`src/rtl/mdm_hs_pkg.sv`:
```
package mdm_hs_pkg;
  localparam int DATA_W  = 8;
  localparam int LINES   = 4;   // lane index: 0 CTS, 1 DSR, 2 RI, 3 DCD
  localparam int RI_LANE = 2;
  localparam int LOOP_BIT = 4;

  // Writable control bits are the low five; the rest stay zero.
  function automatic logic [DATA_W-1:0] ctrl_mask(input logic [DATA_W-1:0] d);
    return d & DATA_W'(8'h1F);
  endfunction

  // Active-low pin to asserted level.
  function automatic logic [LINES-1:0] pin_level(input logic [LINES-1:0] pins_n);
    return ~pins_n;
  endfunction

  // Change events: any toggle, except the ring lane, which fires only on a 1->0 level drop.
  function automatic logic [LINES-1:0] line_events(input logic [LINES-1:0] cur,
                                                    input logic [LINES-1:0] prev);
    logic [LINES-1:0] ev;
    ev = cur ^ prev;
    ev[RI_LANE] = prev[RI_LANE] & ~cur[RI_LANE];
    return ev;
  endfunction
endpackage

```
`src/rtl/mdm_hs_sync.sv`:
```
module mdm_hs_sync #(
  parameter int WIDTH  = 4,
  parameter int STAGES = 2
) (
  input  logic             clk,
  input  logic             rst_n,
  input  logic [WIDTH-1:0] d,
  output logic [WIDTH-1:0] q
);
  logic [WIDTH-1:0] stage_q [STAGES];

  genvar s;
  generate
    for (s = 0; s < STAGES; s++) begin : g_stage
      always_ff @(posedge clk or negedge rst_n) begin
        if (!rst_n) stage_q[s] <= '1;   // pins idle high
        else if (s == 0) stage_q[s] <= d;
        else stage_q[s] <= stage_q[(s == 0) ? 0 : s-1];
      end
    end
  endgenerate

  assign q = stage_q[STAGES-1];
endmodule

```
`src/rtl/mdm_hs_ctrl.sv`:
```
module mdm_hs_ctrl
  import mdm_hs_pkg::*;
(
  input  logic              clk,
  input  logic              rst_n,
  input  logic              wr_en,
  input  logic [DATA_W-1:0] wdata,
  output logic [DATA_W-1:0] ctrl_q,
  output logic              dtr_n,
  output logic              rts_n,
  output logic              out1_n,
  output logic              out2_n,
  output logic              loop_on,
  output logic [LINES-1:0]  loop_lvl
);
  always_ff @(posedge clk or negedge rst_n) begin
    if (!rst_n)     ctrl_q <= '0;
    else if (wr_en) ctrl_q <= ctrl_mask(wdata);
  end

  assign loop_on = ctrl_q[LOOP_BIT];
  assign dtr_n   = loop_on | ~ctrl_q[0];
  assign rts_n   = loop_on | ~ctrl_q[1];
  assign out1_n  = ~ctrl_q[2];
  assign out2_n  = ~ctrl_q[3];

  // Internal routing: CTS<-RTS, DSR<-DTR, RI<-OUT1, DCD<-OUT2
  assign loop_lvl = {ctrl_q[3], ctrl_q[2], ctrl_q[0], ctrl_q[1]};

  AST_LOOP_PINS_IDLE: assert property (@(posedge clk) disable iff (!rst_n)
    loop_on |-> (dtr_n && rts_n));
endmodule

```
`src/rtl/mdm_hs_delta.sv`:
```
module mdm_hs_delta
  import mdm_hs_pkg::*;
(
  input  logic             clk,
  input  logic             rst_n,
  input  logic [LINES-1:0] cur_lvl,
  input  logic             rd_clr,
  output logic [LINES-1:0] flags,
  output logic [LINES-1:0] evt
);
  logic [LINES-1:0] prev_lvl;

  assign evt = line_events(cur_lvl, prev_lvl);

  always_ff @(posedge clk or negedge rst_n) begin
    if (!rst_n) begin
      prev_lvl <= '0;
      flags    <= '0;
    end else begin
      prev_lvl <= cur_lvl;
      flags    <= (rd_clr ? '0 : flags) | evt;
    end
  end

  AST_FLAGS_STICKY: assert property (@(posedge clk) disable iff (!rst_n)
    !rd_clr |=> ((flags & $past(flags)) == $past(flags)));
  AST_READ_CLEARS: assert property (@(posedge clk) disable iff (!rst_n)
    (rd_clr && evt == '0) |=> (flags == '0));
  AST_READ_RACE_KEEPS: assert property (@(posedge clk) disable iff (!rst_n)
    (rd_clr && evt != '0) |=> (flags == $past(evt)));
  AST_RING_LEAD_QUIET: assert property (@(posedge clk) disable iff (!rst_n)
    (!prev_lvl[RI_LANE] && cur_lvl[RI_LANE] && !flags[RI_LANE]) |=> !flags[RI_LANE]);
endmodule

```
`src/rtl/mdm_hs_regs.sv`:
```
module mdm_hs_regs
  import mdm_hs_pkg::*;
#(
  parameter int SYNC_STAGES = 2
) (
  input  logic       clk,
  input  logic       rst_n,
  input  logic       wr_en,
  input  logic       rd_en,
  input  logic       rd_sel,
  input  logic [7:0] wdata,
  output logic [7:0] rdata,
  output logic       dtr_n,
  output logic       rts_n,
  output logic       out1_n,
  output logic       out2_n,
  output logic       loop_en,
  input  logic       cts_n,
  input  logic       dsr_n,
  input  logic       ri_n,
  input  logic       dcd_n,
  output logic       chg_irq
);
  logic [DATA_W-1:0] ctrl_q;
  logic [LINES-1:0]  loop_lvl, ext_sync_n, cur_lvl, flags, evt;
  logic              loop_on, stat_rd;

  mdm_hs_ctrl u_ctrl (
    .clk(clk), .rst_n(rst_n), .wr_en(wr_en), .wdata(wdata), .ctrl_q(ctrl_q),
    .dtr_n(dtr_n), .rts_n(rts_n), .out1_n(out1_n), .out2_n(out2_n),
    .loop_on(loop_on), .loop_lvl(loop_lvl)
  );

  mdm_hs_sync #(.WIDTH(LINES), .STAGES(SYNC_STAGES)) u_sync (
    .clk(clk), .rst_n(rst_n), .d({dcd_n, ri_n, dsr_n, cts_n}), .q(ext_sync_n)
  );

  assign cur_lvl = loop_on ? loop_lvl : pin_level(ext_sync_n);
  assign stat_rd = rd_en & rd_sel;

  mdm_hs_delta u_delta (
    .clk(clk), .rst_n(rst_n), .cur_lvl(cur_lvl), .rd_clr(stat_rd),
    .flags(flags), .evt(evt)
  );

  assign rdata   = rd_sel ? {cur_lvl, flags} : ctrl_q;
  assign loop_en = loop_on;
  assign chg_irq = |flags;

  AST_EVENT_RAISES_IRQ: assert property (@(posedge clk) disable iff (!rst_n)
    (|evt) |=> chg_irq);
endmodule

```
`config.mk`:
```
export PLATFORM = sky130hd
export DESIGN_NAME = mdm_hs_regs
export DESIGN_NICKNAME = d
export VERILOG_FILES = /design/src/rtl/mdm_hs_pkg.sv /design/src/rtl/mdm_hs_sync.sv /design/src/rtl/mdm_hs_ctrl.sv /design/src/rtl/mdm_hs_delta.sv /design/src/rtl/mdm_hs_regs.sv
export SDC_FILE = /design/constraint.sdc
export NUM_CORES = 1
export LEC_CHECK = 0
export BUFFER_PORTS_ARGS = -buffer_cell sky130_fd_sc_hd__buf_2
export CAP_MARGIN = 15
export CELL_PAD_IN_SITES_DETAIL_PLACEMENT = 0
export CELL_PAD_IN_SITES_GLOBAL_PLACEMENT = 2
export CORE_ASPECT_RATIO = 1.75
export CORE_MARGIN = 4
export CORE_UTILIZATION = 30
export CTS_BUF_LIST = sky130_fd_sc_hd__clkbuf_8
export CTS_CLUSTER_DIAMETER = 60
export DETAILED_ROUTE_END_ITERATION = 10
export GPL_ROUTABILITY_DRIVEN = 0
export MAX_ROUTING_LAYER = met4
export PLACE_DENSITY_LB_ADDON = 0.1
export SLEW_MARGIN = 40
export SYNTH_ARGS = -nofsm -noshare
export SYNTH_HDL_FRONTEND = slang
export SYNTH_SLANG_ARGS = --single-unit
```
`constraint.sdc`:
```
create_clock -name clk -period 1.3 [get_ports clk]
set_input_delay 0.13 -clock clk [delete_from_list [all_inputs] [get_ports clk]]
set_output_delay 0.13 -clock clk [all_outputs]
set_load 0.1 [all_outputs]
```
==> metrics.txt <==
clk_lat worst skew=0.26 ns; Fmax=between 600 and 700 MHz; share of cells above drive strength 1=61.5%; area delta synth->final=82.7%; crit path launch type=flop; DR WL/cell=about 13 um; Mapped Area=876 um^2; failing checks=setup timing; clk_skew=0.00500 ns; row count=25; worst-margin pin slew=0.461 ns; RSZ-0062 raised after global routing=true; post-synthesis area per instance=approximately 11 um^2; First-pass DRT Iterations=4; Initial Util=around a third; largest net degree at the start of global routing=22; CTS tree=built; Detailed Route WL=1990 um; status=finished, violations left; final hold violations=0; dpl cell area=1370 um^2; DRT iter0 DRCs=15; post-route cell area=1600 um^2; Hold Crit Depth=3; final setup fails=10; Detailed Place HPWL=1430 um; initial antenna violation count=0; Die Y=79.5 um; final worst-path cycle share=125%; Syn Inst Count=80; post-route antenna net violation count=0; DRC violations left=0; final worst slack=-0.325 ns; Sink Count=21; type of element capturing the critical path=output port; DIE AREA=3880 um^2; GR Overflow Total=0; Post-Syn Nets=97; dpl ws=-0.125 ns; CTS root buffer=clkbuf_8; pwr dens=about 1300 nW/um^2; LEAKAGE=between 0.7 and 0.8 nW; hold_ws=0.0707 ns; WP data arrival=1.50 ns; via count=721; Core Footprint=2750 um^2; Num CTS Buffers=3; maxcap violations=0; CP max FO=5; Nets=148; worst hold path type=primary input to flop; Cells after DPL=142; post-route minimum period=roughly 1.6 ns; worst reg2reg path depth=6; Crit Path Category=flop to output port; deepest clock path buffer count=2; synthesized flop and latch total=21; worst path required time=between 1 and 1.5 ns; DIE WIDTH=48.8 um; Synth warnings=0; IO Count=31; Worst slew margin=69.2%; Netlist cell types=21; Final Non-Filler Cells=157; Seq/Total Area, Yosys=61.1%; IO buf count=27; Max H-tree Level=1; vias in the first global route=760; Filler Cells Inserted=243; first-pass GRT wire length=about 3400 um; GRT Total Usage=11.7%; vias per cell=4.59; peak supply drop=just under 0.0009 V; diode count=0; CTS clk-pin slew, worst paths=0.08 ns; count of pins over their slew limit=0
[stage by stage]
step | utilization, % | setup TNS, ns | power [mW]
6_report | 58.1 | -2.20 | 2.15
5_1_grt | 58.1 | -2.85 | 2.26
4_1_cts | 57.0 | -2.02 | 2.16
3_3_place_gp | 49.9 | -0.330 | 1.64
3_5_place_dp | 49.9 | -0.347 | 1.64
2_1_floorplan | - | -1.79 | 1.32
[cell families (layout without fill, tap and decap cells)]
family	after synthesis	after routing	synth area share [%]
DFF	21	21	61.1
AOI/OAI and AO/OA	13	13	7.71
and+or+nand+nor	35	35	23.9
muxes	2	2	2.57
buffers and inverters	9	59	4.71
[critical path: stages (launching register included)]
cell     delay, ns
dfrtp_4       0.50
buf_6         0.14
and2b_4       0.24
nor2_2        0.04
and2_4        0.16
buf_12        0.16
[worst paths after layout]
kind	startpoint	end	slack [ns]
max	u_ctrl.ctrl_q[4]	rdata[7]	-0.33
min	wdata[3]	u_ctrl.ctrl_q[3]	0.07
max reg2reg	u_ctrl.ctrl_q[4]	u_delta.flags[3]	-0.25
min reg2reg	u_sync.stage_q[6]	u_sync.q[2]	0.36
max in group asynchronous	rst_n	u_ctrl.ctrl_q[4]	0.60
min in group asynchronous	rst_n	u_delta.prev_lvl[0]	0.35
[report_power, final]
group	internal, mW	switching [mW]	leakage, nW
Combinational	0.401	0.546	0.493
Clock	0.216	0.212	0.0217
Sequential	0.732	0.0405	0.232
Total	1.35	0.798	0.747
[state kept, by name, indices dropped and copies added, names as in the netlist]
signal            cells
u_sync.q              4
u_ctrl.ctrl_q         5
u_sync.stage_q        4
u_delta.prev_lvl      4
u_delta.flags         4
[layout make-up]
cell class,instances,area [um^2],area share (%)
timing repair buffer,49,551,34.4
sequential,21,539,33.7
multi-input combinational,50,403,25.2
clock buffer,3,41.3,2.58
tap,27,33.8,2.11
inverter,6,25.0,1.56
clock inverter,1,7.51,0.469
[synth_stat cells]
cell type / number / area share, %
a21o_1: 1 / 0.86
and2_1: 5 / 3.6
and2b_4: 2 / 2.3
and3_1: 1 / 0.71
buf_6: 1 / 1.3
clkbuf_1: 2 / 0.86
dfrtp_1: 13 / 37
dfstp_2: 8 / 24
inv_1: 6 / 2.6
mux2_2: 2 / 2.6
nand2_1: 12 / 5.1
nand2b_1: 3 / 2.1
nand3_1: 2 / 1.1
nor2_1: 2 / 0.86
nor2b_4: 2 / 3.1
nor3_1: 2 / 1.1
o21ai_0: 10 / 5.7
o21ai_1: 2 / 1.1
or2b_1: 1 / 0.86
or3b_1: 2 / 2.0
or4_1: 1 / 0.86
[per-layer routing]
metal	track usage, %	wire [um]	vias up
met2	19.0	1080	21
met4	5.66	22	0
met5	-	0	-
li1	-	-	355
met1	13.7	756	343
met3	2.43	127	2
[what timing repair did]
item,4_1_cts,5_1_grt
buffers inserted,5,3
pin swaps,2,3
hold buffers,5,0
hold endpoints to repair,17,0
resized for setup,17,4
endpoints found under the setup margin,10,15
[cell usage in the layout (no fill, tap or decap), types with 2 or more instances in the layout]
cell,instances
o21ai_0,5
and2_1,3
nor2_2,2
o21ai_4,4
nand2b_4,3
buf_4,12
nand2_1,10
buf_12,15
buf_6,4
and2b_4,2
clkbuf_8,3
dfstp_2,8
and2_4,2
dlygate4sd3_1,5
nor2b_4,2
or3b_1,2
dfrtp_1,12
o21ai_1,2
nor3_1,2
buf_2,13
nand3_1,2
inv_1,5
(Power assumes the default switching activity.)
